`src/rtl/vtag_cache_pkg.sv`:
```
package vtag_cache_pkg;

  typedef struct packed {
    logic latchReq;    // capture the access into the request register
    logic fillLine;    // write bus data, tag and valid into the indexed line
    logic updateLine;  // write store data into the indexed line
    logic clearAll;    // drop every valid bit
    logic selBusData;  // return bus data instead of line data
  } ctrlStrobes_t;

  typedef enum logic [0:0] {
    ST_IDLE = 1'b0,
    ST_BUS  = 1'b1
  } ctrlState_t;

endpackage

```
`src/rtl/vtag_cache_dp.sv`:
```
module vtag_cache_dp
  import vtag_cache_pkg::*;
#(
  parameter int ADDR_W = 32,
  parameter int DATA_W = 32,
  parameter int LINES  = 16
) (
  input  logic              clk,
  input  logic              rstN,
  input  ctrlStrobes_t      strobes,
  input  logic [ADDR_W-1:0] cpuAddr,
  input  logic [DATA_W-1:0] cpuWdata,
  input  logic              cpuWe,
  input  logic [DATA_W-1:0] busRdata,
  output logic              lineHit,
  output logic [DATA_W-1:0] cpuRdata,
  output logic [ADDR_W-1:0] busAddr,
  output logic [DATA_W-1:0] busWdata,
  output logic              busWe
);

  localparam int OFF_W = $clog2(DATA_W / 8);
  localparam int IDX_W = $clog2(LINES);
  localparam int TAG_W = ADDR_W - IDX_W - OFF_W;

  logic [ADDR_W-1:0] reqAddrQ;
  logic [DATA_W-1:0] reqWdataQ;
  logic              reqWeQ;

  logic [IDX_W-1:0] cpuIdx;
  logic [TAG_W-1:0] cpuTag;
  logic [IDX_W-1:0] reqIdx;
  logic [TAG_W-1:0] reqTag;

  logic [TAG_W-1:0]  lineTag   [LINES];
  logic [DATA_W-1:0] lineData  [LINES];
  logic              lineValid [LINES];

  assign cpuIdx = cpuAddr[OFF_W +: IDX_W];
  assign cpuTag = cpuAddr[ADDR_W-1 -: TAG_W];
  assign reqIdx = reqAddrQ[OFF_W +: IDX_W];
  assign reqTag = reqAddrQ[ADDR_W-1 -: TAG_W];

  // Request register: holds the access for the whole bus transfer
  always_ff @(posedge clk or negedge rstN) begin
    if (!rstN) begin
      reqAddrQ  <= '0;
      reqWdataQ <= '0;
      reqWeQ    <= 1'b0;
    end else if (strobes.latchReq) begin
      reqAddrQ  <= cpuAddr;
      reqWdataQ <= cpuWdata;
      reqWeQ    <= cpuWe;
    end
  end

  // One storage slice per line
  for (genvar g = 0; g < LINES; g++) begin : gLine
    logic [TAG_W-1:0]  tagQ;
    logic [DATA_W-1:0] dataQ;
    logic              validQ;
    logic              selThis;

    assign selThis = (reqIdx == IDX_W'(g));

    always_ff @(posedge clk or negedge rstN) begin
      if (!rstN) begin
        validQ <= 1'b0;
      end else if (strobes.clearAll) begin
        validQ <= 1'b0;
      end else if (strobes.fillLine && selThis) begin
        validQ <= 1'b1;
      end
    end

    always_ff @(posedge clk) begin
      if (strobes.fillLine && selThis) begin
        tagQ  <= reqTag;
        dataQ <= busRdata;
      end else if (strobes.updateLine && selThis) begin
        dataQ <= reqWdataQ;
      end
    end

    assign lineTag[g]   = tagQ;
    assign lineData[g]  = dataQ;
    assign lineValid[g] = validQ;
  end

  assign lineHit  = lineValid[cpuIdx] && (lineTag[cpuIdx] == cpuTag);
  assign cpuRdata = strobes.selBusData ? busRdata : lineData[cpuIdx];

  assign busAddr  = reqAddrQ;
  assign busWdata = reqWdataQ;
  assign busWe    = reqWeQ;


  flush_no_hit_chk: assert property (@(posedge clk) disable iff (!rstN)
    strobes.clearAll |=> !lineHit);

endmodule

```
`src/rtl/vtag_cache_ctrl.sv`:
```
module vtag_cache_ctrl
  import vtag_cache_pkg::*;
(
  input  logic         clk,
  input  logic         rstN,
  input  logic         cpuReq,
  input  logic         cpuWe,
  input  logic         cpuInhibit,
  input  logic         cpuPageValid,
  input  logic         invalidateAll,
  input  logic         lineHit,
  input  logic         busAck,
  output logic         cpuReady,
  output logic         cpuFault,
  output logic         busReq,
  output ctrlStrobes_t strobes
);

  ctrlState_t stateQ, stateD;
  logic pendWeQ, pendCacheableQ, pendHitQ;

  always_comb begin
    stateD   = stateQ;
    strobes  = '0;
    cpuReady = 1'b0;
    cpuFault = 1'b0;
    busReq   = 1'b0;
    strobes.clearAll = invalidateAll;
    unique case (stateQ)
      ST_IDLE: begin
        if (cpuReq && !invalidateAll) begin
          if (!cpuPageValid) begin
            cpuReady = 1'b1;
            cpuFault = 1'b1;
          end else if (!cpuWe && !cpuInhibit && lineHit) begin
            cpuReady = 1'b1;
          end else begin
            strobes.latchReq = 1'b1;
            stateD = ST_BUS;
          end
        end
      end
      ST_BUS: begin
        busReq = 1'b1;
        if (busAck) begin
          cpuReady           = 1'b1;
          strobes.selBusData = 1'b1;
          strobes.fillLine   = pendCacheableQ && !pendWeQ && !invalidateAll;
          strobes.updateLine = pendCacheableQ && pendWeQ && pendHitQ;
          stateD = ST_IDLE;
        end
      end
      default: stateD = ST_IDLE;
    endcase
  end

  always_ff @(posedge clk or negedge rstN) begin
    if (!rstN) begin
      stateQ         <= ST_IDLE;
      pendWeQ        <= 1'b0;
      pendCacheableQ <= 1'b0;
      pendHitQ       <= 1'b0;
    end else begin
      stateQ <= stateD;
      if (strobes.latchReq) begin
        pendWeQ        <= cpuWe;
        pendCacheableQ <= !cpuInhibit;
        pendHitQ       <= lineHit;
      end
    end
  end


  inhibit_goes_bus_chk: assert property (@(posedge clk) disable iff (!rstN)
    (stateQ == ST_IDLE && cpuReq && !invalidateAll && cpuPageValid && cpuInhibit)
      |=> busReq);


  flush_stall_chk: assert property (@(posedge clk) disable iff (!rstN)
    (invalidateAll && stateQ == ST_IDLE) |-> !cpuReady);


  ready_source_chk: assert property (@(posedge clk) disable iff (!rstN)
    cpuReady |-> ((busReq && busAck) || cpuFault || (lineHit && !cpuWe && !cpuInhibit)));

endmodule

```
`src/rtl/vtag_cache.sv`:
```
module vtag_cache
  import vtag_cache_pkg::*;
#(
  parameter int ADDR_W = 32,
  parameter int DATA_W = 32,
  parameter int LINES  = 16
) (
  input  logic              clk,
  input  logic              rstN,
  input  logic              cpuReq,
  input  logic              cpuWe,
  input  logic [ADDR_W-1:0] cpuAddr,
  input  logic [DATA_W-1:0] cpuWdata,
  input  logic              cpuInhibit,
  input  logic              cpuPageValid,
  input  logic              invalidateAll,
  output logic              cpuReady,
  output logic [DATA_W-1:0] cpuRdata,
  output logic              cpuFault,
  output logic              busReq,
  output logic              busWe,
  output logic [ADDR_W-1:0] busAddr,
  output logic [DATA_W-1:0] busWdata,
  input  logic              busAck,
  input  logic [DATA_W-1:0] busRdata
);

  ctrlStrobes_t strobes;
  logic         lineHit;

  vtag_cache_ctrl u_ctrl (
    .clk          (clk),
    .rstN         (rstN),
    .cpuReq       (cpuReq),
    .cpuWe        (cpuWe),
    .cpuInhibit   (cpuInhibit),
    .cpuPageValid (cpuPageValid),
    .invalidateAll(invalidateAll),
    .lineHit      (lineHit),
    .busAck       (busAck),
    .cpuReady     (cpuReady),
    .cpuFault     (cpuFault),
    .busReq       (busReq),
    .strobes      (strobes)
  );

  vtag_cache_dp #(
    .ADDR_W(ADDR_W),
    .DATA_W(DATA_W),
    .LINES (LINES)
  ) u_dp (
    .clk     (clk),
    .rstN    (rstN),
    .strobes (strobes),
    .cpuAddr (cpuAddr),
    .cpuWdata(cpuWdata),
    .cpuWe   (cpuWe),
    .busRdata(busRdata),
    .lineHit (lineHit),
    .cpuRdata(cpuRdata),
    .busAddr (busAddr),
    .busWdata(busWdata),
    .busWe   (busWe)
  );


  bus_hold_chk: assert property (@(posedge clk) disable iff (!rstN)
    (busReq && !busAck) |=> (busReq && $stable(busAddr) && $stable(busWe) && $stable(busWdata)));


  fault_no_bus_chk: assert property (@(posedge clk) disable iff (!rstN)
    cpuFault |=> !busReq);

endmodule

```
`config.mk`:
```
export PLATFORM = sky130hd
export DESIGN_NAME = vtag_cache
export DESIGN_NICKNAME = d
export VERILOG_FILES = /design/src/rtl/vtag_cache_pkg.sv /design/src/rtl/vtag_cache_dp.sv /design/src/rtl/vtag_cache_ctrl.sv /design/src/rtl/vtag_cache.sv
export SDC_FILE = /design/constraint.sdc
export NUM_CORES = 1
export LEC_CHECK = 0
export BUFFER_PORTS_ARGS = -buffer_cell sky130_fd_sc_hd__buf_2
export CAP_MARGIN = 20
export CORE_ASPECT_RATIO = 1.75
export CORE_MARGIN = 1
export CORE_UTILIZATION = 30
export CTS_CLUSTER_SIZE = 24
export DETAILED_ROUTE_END_ITERATION = 10
export SYNTH_ARGS = -nofsm -noshare
export SYNTH_HDL_FRONTEND = slang
export SYNTH_HIERARCHICAL = 1
export SYNTH_SLANG_ARGS = --single-unit
```
`constraint.sdc`:
```
create_clock -name clk -period 4.3 [get_ports clk]
set_clock_uncertainty 0.1 [all_clocks]
set_input_delay 0.43 -clock clk [delete_from_list [all_inputs] [get_ports clk]]
set_output_delay 0.43 -clock clk [all_outputs]
set_load 0.05 [all_outputs]
```
* Word-level counts from Yosys, hierarchy flattened
Index checks and enable logic that the tools add are counted.
** Storage, ports and cells
- Flip-flop bits (word level) :: 1012
- Input port bits :: 104
** Cells by class
- Magnitude comparators :: 1
- Equal/unequal tests :: 16
- Muxes and demuxes :: 92
- Bitwise operators :: 2
- Reductions and logical operators :: 77
** Operator list (number)
- $mux 32 :: 35
- $bmux 32 s4 :: 1
- $bmux 26 s4 :: 1
- $reduce_bool 2->1 :: 32
- $mux 26 :: 2
- $mux 1 :: 48
- $logic_and 1x1->1 :: 40
- $eq 4x4->1 const B :: 8
- $eq 26x26->1 :: 1
- $eq 4x3->1 const B :: 4
- $eq 4x2->1 const B :: 2
- $ge 5x5->1 const B :: 1
- $not 4->5 :: 1
- $bmux 1 s4 :: 1
- $eq 4x1->1 const B :: 1
- $logic_not 1->1 :: 4
- $logic_not 4->1 :: 1
- $mux 2 :: 2
- $pmux 1 s2 :: 2
- $not 1->1 :: 1

* Longest topological paths before layout
- Depth in word-level cells :: 11
- Mapped depth :: 18

* Hierarchy
The synthesis kept the hierarchy.
** Modules (own cells, without submodules)
- vtag_cache_dp :: instances 1, cells each 2605, area each 45741.4 µm², seq. area each 29893.7 µm²
- vtag_cache_ctrl :: instances 1, cells each 24, area each 251.5 µm², seq. area each 100.1 µm²

* Worst setup path before layout
OpenSTA, ideal clock, no wires.
- Kind :: flip-flop to flip-flop
- Start point :: register u_ctrl.stateQ
- End point :: register u_dp.gLine[0].dataQ[0], enable pin
- Library setup time :: 461 ps
- Data arrival time :: 3731 ps
- Data required time :: 3739 ps
- Setup slack :: 9 ps
- Cell stages (with the launch flop) :: 7
- Buffers on the path :: 1
- Clock period less this slack :: 4291 ps
- Cells stage by stage :: dfrtp_1 -> and2_1 -> nand2_1 -> nor3_1 -> clkbuf_1 -> o21ai_0 -> nor3_1
** RTL lines
- start, declared :: line vtag_cache_ctrl.sv:19 : ctrlState_t stateQ, stateD;
- start signal, assigned :: line vtag_cache_ctrl.sv:64 : stateQ <= stateD;
- end signal, assigned :: line vtag_cache_dp.sv:79 : dataQ <= busRdata;
- end signal, assigned :: line vtag_cache_dp.sv:81 : dataQ <= reqWdataQ;
- end, declared :: line vtag_cache_dp.sv:60 : logic [DATA_W-1:0] dataQ;

* Final worst setup path
- Start point :: register u_dp.gLine[6].tagQ[15]
- End point :: output cpuReady
** Between the ends
- Longest elaborated chain between the ends :: 10
** RTL lines
- start, declared :: line vtag_cache_dp.sv:59 : logic [TAG_W-1:0] tagQ;
- start signal, assigned :: line vtag_cache_dp.sv:78 : tagQ <= reqTag;
- $bmux 26 s4 :: line vtag_cache_dp.sv:90 : assign lineHit = lineValid[cpuIdx] && (lineTag[cpuIdx] == cpuTag);
- $mux 26 (not written as such) (2 in a row) :: line vtag_cache_dp.sv:90
- $eq 26x26->1 :: line vtag_cache_dp.sv:90
- $logic_and 1x1->1 :: line vtag_cache_dp.sv:90
- named net lineHit :: line vtag_cache.sv:29 : logic lineHit;
- $logic_and 1x1->1 :: line vtag_cache_ctrl.sv:35 : end else if (!cpuWe && !cpuInhibit && lineHit) begin
- $mux 1 :: line vtag_cache_ctrl.sv:35
- $mux 1 :: line vtag_cache_ctrl.sv:32 : if (!cpuPageValid) begin
- $mux 1 :: line vtag_cache_ctrl.sv:31 : if (cpuReq && !invalidateAll) begin
- $pmux 1 s2 :: line vtag_cache_ctrl.sv:29 : unique case (stateQ)
- end, declared :: line vtag_cache.sv:17 : output logic cpuReady,
The timed path passes the listed nets, and every way through them passes these cells. The select of a mux whose other input is x is not followed.

==> flow_summary.ini <==
[placement]
dp_hpwl_um = 83600
io_buffers = 203
dp_slack_ps = -240
gp_congestion = 0.833
dp.cells = 4771

[floorplanning]
dieWidth_um = 298
fp.coreArea_um2 = 152000
rows = 189
ios = 204
fp.dieH_um = 520
initial_utilization = 0.303
dieArea_um2 = 155000

[global_route]
grt_usage = 0.179
grt_pass1_vias = 27000
antenna_found_initial = 20
overflow = 0
grt_pass1_wl_um = 199000
grt_start_max_net_pins = 82

[timing]
fin_ws_ps = -264
rsz0062_at_grt = yes
tightest_slew_ps = 1120
slew_viol_final = 0
max_slew_margin = 0.246
period_needed_ps = 4560
hold_violations = 0
fmax_mhz = 219
tns_ps = -264
finalSetupViolations = 1
fin_crit_sh = 1.06

[power]
power_density_nw_per_um2 = 446
leakagePower_nw = 18.2
finalPower_w = 0.0242
vdd_drop_max_v = 0.000346

[layout]
syn_to_final_growth_pct = 18.0
fin_util = 0.357
fin_cells = 5025
layout-drive-gt1-share = 0.440
final_cell_mix = edfxtp_1, mux2_2, nand2_1, mux4_2, buf_2
final_net_count = 3036
layout_commonest_cell = edfxtp_1

[detailed_routing]
wl_um = 140000
drc_errors = 0
drt-initial-drc-count = 2082
first_pass_iters = 7
wl_per_cell_um = 27.8
num_vias = 25900
ant_nets = 0
routed_via_density = 5.15

[clock_network]
cts_buffer_depth = 3
cts_tree = yes
ctsHtreeMaxLevel = 3
post_cts_buffers = 0
clock-sinks = 1013
cts.clk_slew.worst_paths_ps = 70
clk_latency_ps = 740
root_buffer = clkbuf_16
cts_buffers = 100

[critical_path]
critical_path.max_fanout = 2
criticalPathCategory = reg -> out
startpoint_type = flop
arrival_ps = 4030
cp.required_ps = 3770
critical_path.endpoint_type = primary output
cp-startpoint = u_dp/gLine[6].tagQ[15]
rrSetupSlack_ps = 390
regToRegStartpoint = u_dp/gLine[6].tagQ[15]

[synth]
ys_seq_area_frac = 0.652
synth_nets = 2733
async_reset_ff_frac = 0.0839
ys_warn_count = 6
synth_cells = 2629
synth_edf_count = 928
synth_seq_cells = 1013
synth_cell_types = 58
post_synth.cell_area_avg_um2 = 17.5
syn-cell-area_um2 = 46000
synth_flop_cell = edfxtp_1

[job]
max_cap_viol_count = 0

[status]
violations = negative setup slack
status = finished, violations left

[min_path]
hold_start = invalidateAll
hold_path_class = in -> reg
layout make-up:
type                            count  area, um2
Antenna cell                        4       10.0
Tap cell                         2005       2510
Inverter                           12       51.3
Clock buffer                      133       2670
Clock inverter                     53        537
Multi-Input combinational cell   1386      15200
Sequential cell                  1013      30000
Timing Repair Buffer              419       3330
Fill cell                       14300      97500
state kept, by name, summed over array words and instances, names as in the netlist:
name,count
u_dp/gLine.dataQ,512
u_dp/gLine.tagQ,416
u_dp/busAddr,32
u_dp/busWdata,32
u_dp/gLine.validQ,16
u_ctrl/pendCacheableQ,1
u_ctrl/pendHitQ,1
u_ctrl/pendWeQ,1
u_ctrl/stateQ,1
u_dp/busWe,1
metrics by stage:
step / hold WS [ps] / area [um2]
after floorplan: 34.4 / 46000
after global placement: 375 / 50400
final: 64.2 / 54300
after detailed placement: 383 / 50400
after global routing: 35.3 / 54300
after CTS: 4.95 / 54300
repair_timing:
item                       in CTS  in global routing
hold buffers                   63                  0
setup endpoints to repair       1                  1
gates resized for setup         4                  2
pin swaps                       2                  1
hold endpoints to repair      117                  0
final timing paths:
check	end	depth (start not counted)
worst min-delay path	u_dp/gLine[13].validQ	2
worst max register to register	u_dp/busAddr[17]	14
worst max-delay path	cpuReady	12
min in group asynchronous	u_dp/busWdata[25]	2
worst min register to register	u_dp/gLine[13].validQ	2
max in group asynchronous	u_dp/busAddr[24]	3
cell families (layout without fill, tap and decap cells):
kind of cell / count (synthesis) / in the layout / synth area share
flops: 1013 / 1013 / 0.652
buf+inv: 230 / 617 / 0.0229
other cells: 0 / 4 / 0
simple gates: 467 / 467 / 0.0424
xor+xnor: 23 / 23 / 0.00438
mux: 831 / 831 / 0.268
compound gates: 65 / 65 / 0.0104
routing by layer:
layer	share of wire	vias to the layer above	global-route usage
met4	0.032	30	0.0612
met3	0.059	241	0.0303
met5	0.0012	-	0
met1	0.38	13700	0.207
met2	0.53	961	0.328
li1	-	10900	-
cells in the mapped netlist, types with 13 or more instances:
master / n / area, um2
dfrtp_1: 85 / 2130
mux2i_1: 46 / 460
mux2_2: 516 / 5810
edfxtp_1: 928 / 27900
nor3_1: 16 / 80.1
xor2_1: 16 / 140
buf_6: 13 / 146
nand2_1: 316 / 1190
buf_4: 17 / 128
mux4_2: 267 / 6010
clkbuf_1: 160 / 601
buf_2: 24 / 120
nand3_1: 20 / 100
nor2_1: 72 / 270
critical path, cell delays in order (launching register included):
cell	delay [ps]
edfxtp_1	360
mux4_2	470
mux4_2	480
xor2_1	180
a2111oi_4	340
nand3_1	130
buf_4	190
nor4_4	190
buf_4	170
or3b_4	370
a21oi_1	140
or2_1	130
buf_6	160
power breakdown:
group | switching [W] | total (W) | leakage [nW] | internal, W
combinational | 0.00178 | 0.00325 | 7.27 | 0.00148
sequential | 0.000744 | 0.0122 | 9.41 | 0.0115
clock | 0.00393 | 0.00876 | 1.54 | 0.00482
(Power assumes the default switching activity.)
